### src/rtl/decadj_pkg.sv
package decadj_pkg;
  localparam int BYTE_W = 8;
  localparam int NIB_W  = 4;

  typedef enum logic [2:0] {
    OP_PK_ADD = 3'd0,
    OP_PK_SUB = 3'd1,
    OP_UN_ADD = 3'd2,
    OP_UN_SUB = 3'd3,
    OP_SPLIT  = 3'd4,
    OP_JOIN   = 3'd5,
    OP_RSV6   = 3'd6,
    OP_RSV7   = 3'd7
  } adj_op_e;

  typedef struct packed {
    logic fault;
    logic pf;
    logic sf;
    logic zf;
    logic af;
    logic cf;
    logic [BYTE_W-1:0] hi;
    logic [BYTE_W-1:0] lo;
  } adj_res_t;

  function automatic logic even_par(input logic [BYTE_W-1:0] v);
    return ~(^v);
  endfunction
endpackage

### src/rtl/decadj_bcd.sv
// Packed two-digit correction for add or subtract.
module decadj_bcd #(
  parameter int W = decadj_pkg::BYTE_W
) (
  input  logic [W-1:0] lo_i,
  input  logic         cf_i,
  input  logic         af_i,
  input  logic         sub_i,
  output logic [W-1:0] res_o,
  output logic         cf_o,
  output logic         af_o
);
  localparam logic [W-1:0] LO_FIX  = W'(6);
  localparam logic [W-1:0] HI_FIX  = W'(8'h60);
  localparam logic [W-1:0] HI_LIM  = W'(8'h99);
  localparam logic [3:0]   NIB_LIM = 4'd9;

  logic         nib_hit, byte_hit, early_bor;
  logic [W-1:0] step1;

  always_comb begin
    nib_hit   = (lo_i[3:0] > NIB_LIM) | af_i;
    byte_hit  = (lo_i > HI_LIM) | cf_i;
    early_bor = sub_i & nib_hit & ((lo_i < LO_FIX) | cf_i);
    if (nib_hit) step1 = sub_i ? lo_i - LO_FIX : lo_i + LO_FIX;
    else         step1 = lo_i;
    if (byte_hit) res_o = sub_i ? step1 - HI_FIX : step1 + HI_FIX;
    else          res_o = step1;
    af_o = nib_hit;
    cf_o = byte_hit | early_bor;
  end
endmodule

### src/rtl/decadj_ascii.sv
// Unpacked single-digit correction with carry or borrow into the high byte.
module decadj_ascii #(
  parameter int W = decadj_pkg::BYTE_W
) (
  input  logic [W-1:0] lo_i,
  input  logic [W-1:0] hi_i,
  input  logic         af_i,
  input  logic         sub_i,
  output logic [W-1:0] lo_o,
  output logic [W-1:0] hi_o,
  output logic         adj_o
);
  localparam logic [W-1:0] LO_FIX   = W'(6);
  localparam logic [W-1:0] WRAP_LIM = W'(8'hF9);
  localparam logic [3:0]   NIB_LIM  = 4'd9;

  logic         hit, extra;
  logic [W-1:0] moved, step;

  always_comb begin
    hit   = (lo_i[3:0] > NIB_LIM) | af_i;
    extra = sub_i ? (lo_i < LO_FIX) : (lo_i > WRAP_LIM);
    step  = extra ? W'(2) : W'(1);
    moved = sub_i ? lo_i - LO_FIX : lo_i + LO_FIX;
    if (hit) begin
      lo_o = {{(W-4){1'b0}}, moved[3:0]};
      hi_o = sub_i ? hi_i - step : hi_i + step;
    end else begin
      lo_o = {{(W-4){1'b0}}, lo_i[3:0]};
      hi_o = hi_i;
    end
    adj_o = hit;
  end
endmodule

### src/rtl/decadj_scale.sv
// Split by base (restoring divider) or join by base (multiply-add).
module decadj_scale #(
  parameter int W = decadj_pkg::BYTE_W
) (
  input  logic [W-1:0] lo_i,
  input  logic [W-1:0] hi_i,
  input  logic [W-1:0] base_i,
  input  logic         join_i,
  output logic [W-1:0] lo_o,
  output logic [W-1:0] hi_o,
  output logic         fault_o
);
  logic [W-1:0] rem_s [0:W];
  logic [W-1:0] quo;
  logic [W-1:0] prod;

  assign rem_s[0] = '0;

  genvar g;
  generate
    for (g = 0; g < W; g++) begin : g_div
      logic [W:0] part;
      logic       ge;
      assign part = {rem_s[g], lo_i[W-1-g]};
      assign ge   = part >= {1'b0, base_i};
      assign quo[W-1-g] = ge;
      assign rem_s[g+1] = ge ? W'(part - {1'b0, base_i}) : part[W-1:0];
    end
  endgenerate

  assign prod = hi_i * base_i;

  always_comb begin
    fault_o = 1'b0;
    if (join_i) begin
      lo_o = prod + lo_i;
      hi_o = '0;
    end else if (base_i == '0) begin
      lo_o    = lo_i;
      hi_o    = hi_i;
      fault_o = 1'b1;
    end else begin
      lo_o = rem_s[W];
      hi_o = quo;
    end
  end
endmodule

### src/rtl/decadj_unit.sv
module decadj_unit
  import decadj_pkg::*;
(
  input  logic              clk,
  input  logic              rst,
  input  logic              in_valid,
  input  logic [2:0]        op_sel,
  input  logic [BYTE_W-1:0] lo_in,
  input  logic [BYTE_W-1:0] hi_in,
  input  logic              cf_in,
  input  logic              af_in,
  input  logic [BYTE_W-1:0] base_in,
  output logic              out_valid,
  output logic [BYTE_W-1:0] lo_o,
  output logic [BYTE_W-1:0] hi_o,
  output logic              cf_o,
  output logic              af_o,
  output logic              zf_o,
  output logic              sf_o,
  output logic              pf_o,
  output logic              fault_o
);
  adj_op_e op;
  assign op = adj_op_e'(op_sel);

  logic [BYTE_W-1:0] bcd_res, asc_lo, asc_hi, scl_lo, scl_hi;
  logic              bcd_cf, bcd_af, asc_adj, scl_fault;

  decadj_bcd #(.W(BYTE_W)) u_bcd (
    .lo_i(lo_in), .cf_i(cf_in), .af_i(af_in), .sub_i(op == OP_PK_SUB),
    .res_o(bcd_res), .cf_o(bcd_cf), .af_o(bcd_af)
  );

  decadj_ascii #(.W(BYTE_W)) u_asc (
    .lo_i(lo_in), .hi_i(hi_in), .af_i(af_in), .sub_i(op == OP_UN_SUB),
    .lo_o(asc_lo), .hi_o(asc_hi), .adj_o(asc_adj)
  );

  decadj_scale #(.W(BYTE_W)) u_scl (
    .lo_i(lo_in), .hi_i(hi_in), .base_i(base_in), .join_i(op == OP_JOIN),
    .lo_o(scl_lo), .hi_o(scl_hi), .fault_o(scl_fault)
  );

  adj_res_t nxt, cur;

  always_comb begin
    nxt = '0;
    nxt.lo = lo_in;
    nxt.hi = hi_in;
    unique case (op)
      OP_PK_ADD, OP_PK_SUB: begin
        nxt.lo = bcd_res;
        nxt.cf = bcd_cf;
        nxt.af = bcd_af;
      end
      OP_UN_ADD, OP_UN_SUB: begin
        nxt.lo = asc_lo;
        nxt.hi = asc_hi;
        nxt.cf = asc_adj;
        nxt.af = asc_adj;
      end
      OP_SPLIT, OP_JOIN: begin
        nxt.lo    = scl_lo;
        nxt.hi    = scl_hi;
        nxt.fault = scl_fault;
      end
      default: ;
    endcase
    if (!nxt.fault) begin
      nxt.zf = (nxt.lo == '0);
      nxt.sf = nxt.lo[BYTE_W-1];
      nxt.pf = even_par(nxt.lo);
    end
  end

  always_ff @(posedge clk) begin
    if (rst) begin
      cur       <= '0;
      out_valid <= 1'b0;
    end else begin
      out_valid <= in_valid;
      if (in_valid) cur <= nxt;
    end
  end

  assign lo_o    = cur.lo;
  assign hi_o    = cur.hi;
  assign cf_o    = cur.cf;
  assign af_o    = cur.af;
  assign zf_o    = cur.zf;
  assign sf_o    = cur.sf;
  assign pf_o    = cur.pf;
  assign fault_o = cur.fault;
endmodule

### config.mk
export PLATFORM = sky130hd
export DESIGN_NAME = decadj_unit
export DESIGN_NICKNAME = d
export VERILOG_FILES = /design/src/rtl/decadj_pkg.sv /design/src/rtl/decadj_bcd.sv /design/src/rtl/decadj_ascii.sv /design/src/rtl/decadj_scale.sv /design/src/rtl/decadj_unit.sv
export SDC_FILE = /design/constraint.sdc
export NUM_CORES = 1
export LEC_CHECK = 0
export ABC_CLOCK_PERIOD_IN_PS = 35900
export BUFFER_PORTS_ARGS = -buffer_cell sky130_fd_sc_hd__buf_4
export CAP_MARGIN = 5
export CORE_MARGIN = 2
export CORE_UTILIZATION = 50
export DETAILED_ROUTE_END_ITERATION = 7
export GPL_ROUTABILITY_DRIVEN = 0
export PLACE_DENSITY_LB_ADDON = 0.1
export SLEW_MARGIN = 30
export SYNTH_ARGS = -nofsm -noshare
export SYNTH_HDL_FRONTEND = slang
export SYNTH_SLANG_ARGS = --single-unit
### constraint.sdc
create_clock -name clk -period 35.9 [get_ports clk]
set_input_delay 1.795 -clock clk [delete_from_list [all_inputs] [get_ports clk]]
set_output_delay 1.795 -clock clk [all_outputs]
set_load 0.1 [all_outputs]
-- Word-level counts from Yosys, hierarchy flattened
Index checks and enable logic that the tools add are counted.
W data, S select, Z words.
- register bits after elaboration: 23
- bits in latches: 0
- bits in writable memories: 0
- memory bits (read-only): 0
- output and inout port bits: 23
- memories: 0
- $add $sub $neg: 15
- $mul: 1
- divide/modulo/power cells: 0
- $lt $le $gt $ge: 12
- equality and inequality tests: 5
- shift operators: 0
- multiplexer cells: 29
- bitwise operators: 7
- reduce and logical (&&, ||, !) cells: 7
- operators with widths (cell ; number):
    $mux W8 ; 18
    $sub A8 B8 Y8 ; 8
    $ge A9 B8 Y1 ; 7
    $pmux W8 S3 ; 1
    $add A8 B8 Y8 ; 2
    $gt A8 B8 Y1 const B ; 2
    $logic_not A8 Y1 ; 2
    $pmux W8 S2 ; 1
    $add A8 B3 Y8 const B ; 1
    $add A8 B7 Y8 const B ; 1
    $ge A1 B8 Y1 ; 1
    $lt A8 B3 Y1 const B ; 1
    $mul A8 B8 Y8 ; 1
    $mux W4 ; 2
    $reduce_xor A8 Y1 ; 1
    $sub A1 B8 Y8 ; 1
    $sub A8 B3 Y8 const B ; 1
    $sub A8 B7 Y8 const B ; 1
    $eq A3 B2 Y1 const B ; 2
    $eq A3 B3 Y1 const B ; 2
    $reduce_or A2 Y1 ; 3
    $gt A4 B4 Y1 const B ; 1
    $mux W1 ; 4
    $or A1 B1 Y1 ; 4
    7 further kinds ; 8

-- Longest topological paths before layout
Gate-level depths: netlist (run 1).
- depth after elaboration: 22
- depth in mapped cells: 89

-- Modules after synthesis
Synthesis (run 1) repeated with hierarchy kept, for this count alone.
- cells, all modules: 940
- area total of the unflattened synthesis: 7533.5 µm²
- by module, submodules not included (module ; instances ; cells each ; area an instance (µm²)):
    decadj_scale ; 1 ; 660 ; 4956.0
    decadj_unit ; 1 ; 140 ; 1519.0
    decadj_ascii ; 1 ; 79 ; 601.8
    decadj_bcd ; 1 ; 61 ; 456.7

-- Least setup slack after synthesis (run 1)
OpenSTA, ideal clock, no wires.
- path kind: input to register
- start: input port lo_in[7]
- end: register cur, in the netlist pf_o
- library setup time: 0.071 ns
- arrival time: 18.365 ns
- slack: 17.465 ns
- cell stages on the path: 83
- path buffers: 4
- path through: clkbuf_1 -> inv_1 -> ha_1 -> nor2b_1 -> o211ai_1 -> nor2_1 -> a21oi_1 -> inv_1 -> ha_1 -> nand2b_1 -> a211oi_1 -> or4_1 -> a21oi_1 -> clkbuf_1 -> nor2_1 -> a21oi_1 -> ha_1 -> a21o_1 -> [47 not listed] -> ha_1 -> nor2b_1 -> o21ai_0 -> a21oi_1 -> o21ai_0 -> a21boi_0 -> o21ai_0 -> a31oi_1 -> a2111oi_0 -> mux2i_1 -> nand3_1 -> a221oi_2 -> or2_2 -> ha_1 -> xnor2_1 -> xnor2_1 -> nand3_1 -> a21oi_1
- cells in the longest elaborated chain, start to end: 22
- elaborated cells between the ends (all ways): 41
- those cells by class: add/sub (13); order compare (9); mux (16); bitwise (2); reduce/logical (1)
- ends and longest elaborated chain (what ; RTL line ; text):
    from (decl) ; decadj_unit.sv:8 ; input logic [BYTE_W-1:0] lo_in,
    $sub A1 B8 Y8 / $ge A1 B8 Y1 (equally long branches) ; decadj_scale.sv:27, decadj_scale.sv:25 ;
    $mux W8 ; decadj_scale.sv:27 ; assign rem_s[g+1] = ge ? W'(part - {1'b0, base_i}) : part[W-1:0];
    $sub A8 B8 Y8 / $ge A9 B8 Y1 (equally long branches) ; decadj_scale.sv:27, decadj_scale.sv:25 ;
    $mux W8 ; decadj_scale.sv:27 ;
    $sub A8 B8 Y8 / $ge A9 B8 Y1 (equally long branches) ; decadj_scale.sv:27, decadj_scale.sv:25 ;
    $mux W8 ; decadj_scale.sv:27 ;
    $sub A8 B8 Y8 / $ge A9 B8 Y1 (equally long branches) ; decadj_scale.sv:27, decadj_scale.sv:25 ;
    $mux W8 ; decadj_scale.sv:27 ;
    [6 not listed] ; - ;
    $sub A8 B8 Y8 / $ge A9 B8 Y1 (equally long branches) ; decadj_scale.sv:27, decadj_scale.sv:25 ;
    $mux W8 ; decadj_scale.sv:27 ;
    $mux W8 ; decadj_scale.sv:38 ; end else if (base_i == '0) begin
    $mux W8 ; decadj_scale.sv:35 ; if (join_i) begin
    $pmux W8 S3 (*) ; decadj_unit.sv:50 ; unique case (op)
    $reduce_xor A8 Y1 (*) ; decadj_pkg.sv:28 ; return ~(^v);
    $not A1 Y1 (*) ; decadj_pkg.sv:28 ;
    $mux W3 (*) ; decadj_unit.sv:69 ; if (!nxt.fault) begin
    to (signal assigned) ; decadj_unit.sv:82 ; if (in_valid) cur <= nxt;
    to (decl) ; decadj_unit.sv:44 ; adj_res_t nxt, cur;
Mark *: on every way between the ends. The rest lies on a longest branch, timed or not.
A chain may end at the register's enable or synchronous reset.

-- Worst setup path in the final report (run 1)
- start: input port base_in[1]
- end: register cur, in the netlist pf_o
- cells in the longest elaborated chain, start to end: 22
- elaborated cells between the ends (all ways): 36
- those cells by class: add/sub (9); mul (1); order compare (8); mux (15); bitwise (1); reduce/logical (2)
- ends and longest elaborated chain (what ; RTL line ; text):
    from (decl) ; decadj_unit.sv:12 ; input logic [BYTE_W-1:0] base_in,
    $sub A1 B8 Y8 / $ge A1 B8 Y1 (equally long branches) ; decadj_scale.sv:27, decadj_scale.sv:25 ;
    $mux W8 ; decadj_scale.sv:27 ;
    $sub A8 B8 Y8 / $ge A9 B8 Y1 (equally long branches) ; decadj_scale.sv:27, decadj_scale.sv:25 ;
    $mux W8 ; decadj_scale.sv:27 ;
    $sub A8 B8 Y8 / $ge A9 B8 Y1 (equally long branches) ; decadj_scale.sv:27, decadj_scale.sv:25 ;
    $mux W8 ; decadj_scale.sv:27 ;
    $sub A8 B8 Y8 / $ge A9 B8 Y1 (equally long branches) ; decadj_scale.sv:27, decadj_scale.sv:25 ;
    $mux W8 ; decadj_scale.sv:27 ;
    [6 not listed] ; - ;
    $ge A9 B8 Y1 / $sub A8 B8 Y8 (equally long branches) ; decadj_scale.sv:25, decadj_scale.sv:27 ;
    $mux W8 ; decadj_scale.sv:27 ;
    $mux W8 ; decadj_scale.sv:38 ;
    $mux W8 ; decadj_scale.sv:35 ;
    $pmux W8 S3 ; decadj_unit.sv:50 ;
    $reduce_xor A8 Y1 ; decadj_pkg.sv:28 ;
    $not A1 Y1 ; decadj_pkg.sv:28 ;
    $mux W3 (*) ; decadj_unit.sv:69 ;
Marked as above.

==> results of run 1 <==
-- state kept, by name, indices dropped and copies added (netlist names) --
signal,flops
af_o,1
sf_o,1
out_valid,1
pf_o,1
fault_o,1
cf_o,1
hi_o,8
zf_o,1
lo_o,8
-- stage by stage --
step,hold WS [ps],cell area [µm²]
final,474,7060
after global routing,498,7060
after CTS,474,7050
after detailed placement,465,6970
after global placement,452,6970
after floorplan,884,6460
-- synthesized netlist by cell type, types with 3 or more instances --
library cell	count
sky130_fd_sc_hd__a221oi_2	3
sky130_fd_sc_hd__or4_1	4
sky130_fd_sc_hd__inv_1	84
sky130_fd_sc_hd__nor2b_1	24
sky130_fd_sc_hd__o22ai_1	9
sky130_fd_sc_hd__a21oi_1	58
sky130_fd_sc_hd__and4_1	3
sky130_fd_sc_hd__nor2_1	73
sky130_fd_sc_hd__xnor2_1	50
sky130_fd_sc_hd__a211o_1	5
sky130_fd_sc_hd__a31oi_1	14
sky130_fd_sc_hd__o22a_1	3
sky130_fd_sc_hd__o21a_1	5
sky130_fd_sc_hd__nor3_1	18
sky130_fd_sc_hd__fa_1	27
sky130_fd_sc_hd__clkbuf_1	25
sky130_fd_sc_hd__nand2_1	89
sky130_fd_sc_hd__xor2_1	18
sky130_fd_sc_hd__o32ai_1	4
sky130_fd_sc_hd__nand2b_1	20
sky130_fd_sc_hd__ha_1	87
sky130_fd_sc_hd__and3_1	9
sky130_fd_sc_hd__nand4_1	7
sky130_fd_sc_hd__a21boi_0	6
sky130_fd_sc_hd__and2_1	4
sky130_fd_sc_hd__a2111oi_0	3
sky130_fd_sc_hd__nor3b_1	5
sky130_fd_sc_hd__o211ai_1	11
sky130_fd_sc_hd__mux2i_1	14
sky130_fd_sc_hd__a221oi_1	7
sky130_fd_sc_hd__or3_1	5
sky130_fd_sc_hd__mux2_2	10
sky130_fd_sc_hd__o21ai_0	49
sky130_fd_sc_hd__a211oi_1	10
sky130_fd_sc_hd__dfxtp_1	23
sky130_fd_sc_hd__or2_2	6
sky130_fd_sc_hd__nand3_1	21
sky130_fd_sc_hd__a21o_1	18
sky130_fd_sc_hd__o21bai_1	6
-- cell families (layout without fill, tap and decap cells) --
kind of cell,count (synthesis),in the layout,share of synthesized area [%]
AND/OR/NAND/NOR,297,297,22.5
AO/OA/AOI/OAI,239,239,25.2
adder cells (fa/ha/maj),114,114,25.2
buffers and inverters,114,146,6.78
XOR/XNOR,68,68,9.22
multiplexers,24,24,3.91
flip-flops,23,23,7.13
-- final cells by class --
class	count	area, µm²	area share, %
multi-input cells	742	5560	78.8
flip-flops and latches	23	460	6.52
repair buffers	56	418	5.92
inverters	86	323	4.57
well taps	172	215	3.05
clock buffers	3	75.1	1.06
clock inverters	1	5.00	0.0709
-- worst min-delay path by stage --
stage / cells after the start / to / slack, ps
finish: 2 / hi_o[1] / 470
global placement: 2 / hi_o[0] / 450
global route: 2 / hi_o[7] / 500
detailed placement: 2 / hi_o[1] / 470
floorplan: 2 / hi_o[7] / 880
CTS: 2 / hi_o[1] / 470
-- metal layers --
| metal | global-route usage [%] | up-vias | share of wire [%] |
|---|---|---|---|
| met5 | 0 | - | 0 |
| met4 | 8.13 | 0 | 2.6 |
| met3 | 2.23 | 45 | 6.7 |
| met2 | 47.6 | 317 | 46 |
| met1 | 40.0 | 3142 | 45 |
| li1 | - | 3190 | - |
-- power by group --
group | internal, mW | switching [mW]
logic | 0.149 | 0.226
clock network | 0.0150 | 0.00888
registers | 0.0289 | 0.00167
total | 0.193 | 0.237
-- tightest hold or removal path, stage by stage, from the launching register on --
cell	delay, ps
sky130_fd_sc_hd__dfxtp_1	310
sky130_fd_sc_hd__nand2_1	60
sky130_fd_sc_hd__a21oi_1	60
==> metrics list, run 1 <==
- The most critical setup path has its endpoint at pf_o.
* Post-layout power: 429 µW
* Flop2flop setup slack: about 35,000 ps
- Leaving out filler cells and counting taps, the final layout contains between 1,000 and 1,500.
* Utilization after layout: between 50% and 60%
- H-tree depth: 1
- DRT iter0 DRCs: between 600 and 700
- In the routed layout, each cell is associated on average with a via count of 6.18.
- In this run the deepest clock path goes through 2 buffers.
- 0 antenna diodes ended up in the layout.
* Horizontal die dimension: between 100 and 150 µm
- Summing the sequential cell areas from Yosys gives ~7.1% of the chip area.
* Largest net degree at the start of global routing: 26
- Measured against its own limit, the worst slew margin works out to between 40% and 50%.
- Commonest non-fill, non-tap cell in the layout: sky130_fd_sc_hd__nand2_1
- The via count of the first global-routing pass is 6,461.
- Number of fillers in the final layout: between 1,000 and 1,500
- STA classifies the critical path startpoint as an input port.
- Maximum net fanout on the critical path: 19
- Worst-Skew Late Latency: 250 ps
* Beginning of the worst hold path: hi_o[1]
* Yosys top cell area share: between 15 and 20%
- For the finished layout, the period the worst path requires is 21,410 ps.
* Final Slew Violations: 0
* Core ar.: roughly 13,000 µm²
* Cell chosen for the clock root: sky130_fd_sc_hd__clkbuf_16
* Dominant cells by area after synthesis: sky130_fd_sc_hd__ha_1, sky130_fd_sc_hd__fa_1, sky130_fd_sc_hd__dfxtp_1
- Worst-path clk slew: about 60 ps
- Counting buffers and inverters, the worst setup path is 80 cells deep.
* Max Clk Rate: around 47 MHz
- Fin Clk Skew: 0 ps
- The Yosys step of the flow raised 0 warnings.
- The critical path is of the input port to register type.
- On the critical path, the stage with the largest delay is an instance of sky130_fd_sc_hd__o21ai_0.
- Most frequently used flop master after synthesis: sky130_fd_sc_hd__dfxtp_1
- The most critical setup path has its startpoint at base_in[1].
- Measured along the y axis, the die boundary spans between 100 and 150 µm.
* Top cell family by delay on the critical path: compound AO/OA/AOI/OAI gates
- Setup violation total in the final timing report: 0
* HPWL after detailed placement: roughly 16,000 µm
- Routed wire length: between 20,000 and 25,000 µm
* Initial Util: between 50% and 60%
- In this run, synthesis inferred 0 flip-flops with an integrated enable.
* Placement row count: 41
* Reg-to-reg critical path endpoint: lo_o[6]
- Wire length of the first global-routing pass: between 30,000 and 40,000 µm
- Average wire length per cell after detail routing: roughly 19 µm
* Number of maximum-capacitance violations: 0
- Placed instance count: approximately 1,100
- Hold crit path type: register to register
- Synthesis produced a netlist with a net count of approximately 1,000.
- Worst ir drop on vdd: a little over 0.04 mV
* Count of distinct cell types in the synthesized netlist: about 70
- Type of destination of the critical path: register
* Critical R2R Launch: lo_o[6]
- For the pin with the worst max-slew slack, the measured transition is between 700 and 800 ps.
- The first detailed-routing pass took 6 iterations.
- Number of buffers inserted during clock tree synthesis: 3
* Total count of hold-check failures in the final report: 0
* Buffer and inverter count on the worst path: 6
- Power Dens Cells: approximately 60 nW/µm²
* FFs w/ async S/R, synth: 0%
* Synth Area per Inst: about 7.3 µm²
- Post-synth top area cell: sky130_fd_sc_hd__ha_1
- Netlist Area Pre-Place: roughly 6500 µm²
* Number of cells upsized or downsized after cts: 0
- For this design the top-level I/O count stands at 55.
- At the placement stage, the worst setup path has a slack of ~15,000 ps.
- FF-to-FF path depth: 2
- The floorplan step defined a die boundary enclosing about 14,000 µm².
* Gate Count Post-Synth: 879
* Number of routed nets with antenna violations: 0
* Arrival time of the worst setup path: 21,600 ps
- The library cells used most frequently in the layout, excluding fill and tap cells, are sky130_fd_sc_hd__nand2_1, sky130_fd_sc_hd__ha_1, sky130_fd_sc_hd__inv_1.
- The largest single stage delay on the critical path is approximately 560 ps.
- Remaining DRCs: 0
* Setup repair after global routing missed its margin: no
* Static Leakage: 3.36 nW
- In this run, post-CTS hold repair placed 0 buffers.
- Antenna violations before repair: 0
- The final layout contains between 1,000 and 1,500 nets.
- In the finished design, the share of the clock period the worst path needs comes to 59.6%.
- In this run, synthesis produced a sequential element count of 23.
- GRT Util Overall: about 29%
* Via Count: approximately 6,700
- After clock tree synthesis, the setup repair step added 0 buffers.
- Input/output buffers: 54
- CTS tree: done
* Status: complete, no violations
* Final setup TNS: 0 ps
- Number of clock sinks: 23
- Setup slack of the critical path after layout: 14,490 ps
* Worst path required time: around 36,000 ps
- Overflow left after global routing: 0
- Cells with a size suffix above 1 make up about a tenth of the layout.
- Layout overhead on the synthesized area: 9.26%
No activity file was read; power rests on OpenSTA's default activity.
==> inputs of run 2 (changes only) <==
--- a/config.mk
+++ b/config.mk
@@ -5,7 +5,7 @@
 export SDC_FILE = /design/constraint.sdc
 export NUM_CORES = 1
 export LEC_CHECK = 0
-export ABC_CLOCK_PERIOD_IN_PS = 35900
+export ABC_CLOCK_PERIOD_IN_PS = 17500
 export BUFFER_PORTS_ARGS = -buffer_cell sky130_fd_sc_hd__buf_4
 export CAP_MARGIN = 5
 export CORE_MARGIN = 2
==> constraint.sdc (replaced) <==
create_clock -name clk -period 17.5 [get_ports clk]
set_input_delay 0.875 -clock clk [delete_from_list [all_inputs] [get_ports clk]]
set_output_delay 0.875 -clock clk [all_outputs]
set_load 0.1 [all_outputs]
==> run 2 against run 1 <==
Sequential share of layout area down 0.47 points; clock skew stayed put; non-clock buffer count up 40; critical path depth is 4 higher; clock-buffer cell count stayed put; setup slack lost 14000 ps; critical endpoint unchanged.
==> metrics list, run 2 (synthesis results as in run 1) <==
- Max Clk Rate: between 50 and 60 MHz
* Wire length of the first global-routing pass: about 34,000 µm
- Die outline area: about 14,000 µm²
* Type of destination of the critical path: register
- Top cell family by delay on the critical path: compound AO/OA/AOI/OAI gates
- Entering global routing, the biggest net connects 26 pins.
* Startpoint type of the worst setup path: input port
- The final layout contains routed wiring with a total length of between 20,000 and 25,000 µm.
- Area of all sequential standard cells: between 400 and 500 µm²
* Maximum net fanout on the critical path: 10
* Post-Layout Cell Count: approximately 1,100
- The worst path uses 95.9% of the clock period.
- Global routing consumed, on the met1 layer, between 30 and 40% of the routing resources.
- Worst ir drop on vdd: 0.111 mV
- Antenna violations before repair: 0
* Pre-CTS worst setup slack: -669 ps
- Leaving out fill and tap cells, the most frequent cell in the layout is sky130_fd_sc_hd__buf_4.
* HPWL after detailed placement: between 15,000 and 20,000 µm
- Overflow left after global routing: 0
* Status: complete, no violations
* Vias in the first global route: between 6,000 and 7,000
- For this design the static power due to leakage is roughly 3.6 nW.
* Cell chosen for the clock root: sky130_fd_sc_hd__clkbuf_16
* Via Count: around 7,000
* Number of routed nets with antenna violations: 0
- Hold Buf Count CTS: 0
- Counting both buffers and inverters, the worst setup path holds a total of 11.
- Including well taps, the total number of placed cells is about 1,100.
* Placement row count: between 40 and 50
* Busiest layer in global routing: met2
- Fraction of final layout cells with drive strength greater than 1: 16.9%
* Average wire length per cell after detail routing: ~19 µm
- In this run, CTS created clock tree buffers numbering 3.
* Min cycle time layout: 16,780 ps
- Number of fillers in the final layout: between 1,000 and 1,500
- Beginning of the worst hold path: hi_o[7]
- Input and output buffers added on the ports amount to 54.
- 0 antenna diodes ended up in the layout.
- Once the floorplan was initialized, standard cells occupied 51.2% of the core.
- The die is 118 µm tall.
- On the critical path, the stage with the largest delay is an instance of sky130_fd_sc_hd__or4_1.
* Max Buffers Root-to-Sink: 2
- Setup violations remaining at the end of the flow were counted as 0.
* Fin Clk Skew: 0 ps
- H-tree depth: 1
- Final Slew Violations: 0
- TritonCTS built the clock tree.
- The critical path in this run is classified as input port to register.
- Number of clock sinks: 23
* Post-layout power: between 1 and 1.5 mW
* Dominant cell type by count on the critical path: sky130_fd_sc_hd__ha_1
- For this run, global-route usage on met2 was measured as approximately half.
* Layout overhead on the synthesized area: 17.8%
* Crit. Startpoint: lo_in[7]
* Number of iterations in the first detailed-routing pass: 8
- Horizontal die dimension: approximately 120 µm
- Hold timing on the final database bottoms out at a slack of 469 ps.
* Utilization after layout: 60.3%
* Slew Limit Headroom: a little under 50%
* Met3 layer usage reported by global route: under 10%
- Worst-Skew Late Latency: 250 ps
- After clock tree synthesis, the clock-pin slew on the worst setup and hold paths is about 60 ps.
- In the layout the commonest cells are sky130_fd_sc_hd__buf_4, sky130_fd_sc_hd__nand2_1, sky130_fd_sc_hd__ha_1.
- Using the TritonRoute via totals, the vias-per-cell ratio works out to between 6 and 7.
- Remaining DRCs: 0
* Nets@finish: ~1,100
- In this run the count of I/O pins placed on the die edge is 55.
* GRT Util Overall: 29.6%
- Setup slack on the critical path of the routed design comes to between 700 and 800 ps.
* Number of maximum-capacitance violations: 0
- DRT iter0 DRCs: ~670
- Data arrives at the worst endpoint at roughly 17,000 ps.
* Worst path required time: 17,690 ps
* Hold crit path type: register to register
- The count of endpoints failing hold in the final timing report is 0.
* Power Dens Cells: approximately 140 nW/µm²
* Least-Margin Pin Slew: about 750 ps
- Summing all placed instances gives a cell area of roughly 7200 µm².
- Multi-input gate area: roughly 5800 µm²
* Final setup TNS: 0 ps
* CP peak stage delay: around 560 ps
- Core ar.: between 10,000 and 15,000 µm²
- With fillers left out, the area of the finished cells amounts to about 7600 µm².
* Critical R2R Launch: lo_o[6]
[run 2: changes by cell type in the layout (fill, tap and decap cells not counted), sizes merged]
cell,before,now
buf,55,96
clkbuf,4,3
[run 2: area by class of cell]
class	instances	share of cell area, %
Timing Repair Buffer	96	9.95
Multi-Input combinational cell	742	75.9
Clock inverter	1	0.0658
Inverter	86	4.24
Sequential cell	23	6.05
Clock buffer	3	0.987
Tap cell	172	2.83
[run 2: what timing repair did]
action                     CTS  global route
buffers inserted             4            13
pin swaps                    1            12
resized for setup            8            44
setup endpoints to repair    2            12
[run 2: worst paths after layout]
check,end,cells past startpoint,slack (ps)
setup / recovery,pf_o,84,720
setup reg to reg,lo_o[6],2,16690
hold reg to reg,hi_o[7],2,470
hold / removal,hi_o[7],2,470
[run 2: metal layers]
layer / wire (µm) / up-vias
met4: 935 / 0
li1: - / 3286
met1: 9230 / 3280
met2: 10000 / 357
met5: 0 / -
met3: 1540 / 79
[run 2: tightest hold or removal path, stage by stage (launching register included)]
cell and delay [ps]:
sky130_fd_sc_hd__dfxtp_1 320, sky130_fd_sc_hd__nand2_1 50, sky130_fd_sc_hd__a21oi_1 50
[run 2: report_power, final]
part           internal, mW  leakage (nW)  switching (mW)
Combinational         0.412          3.36           0.545
Sequential           0.0592         0.189         0.00351
Clock                0.0307        0.0409          0.0184
Total                 0.502          3.60           0.567
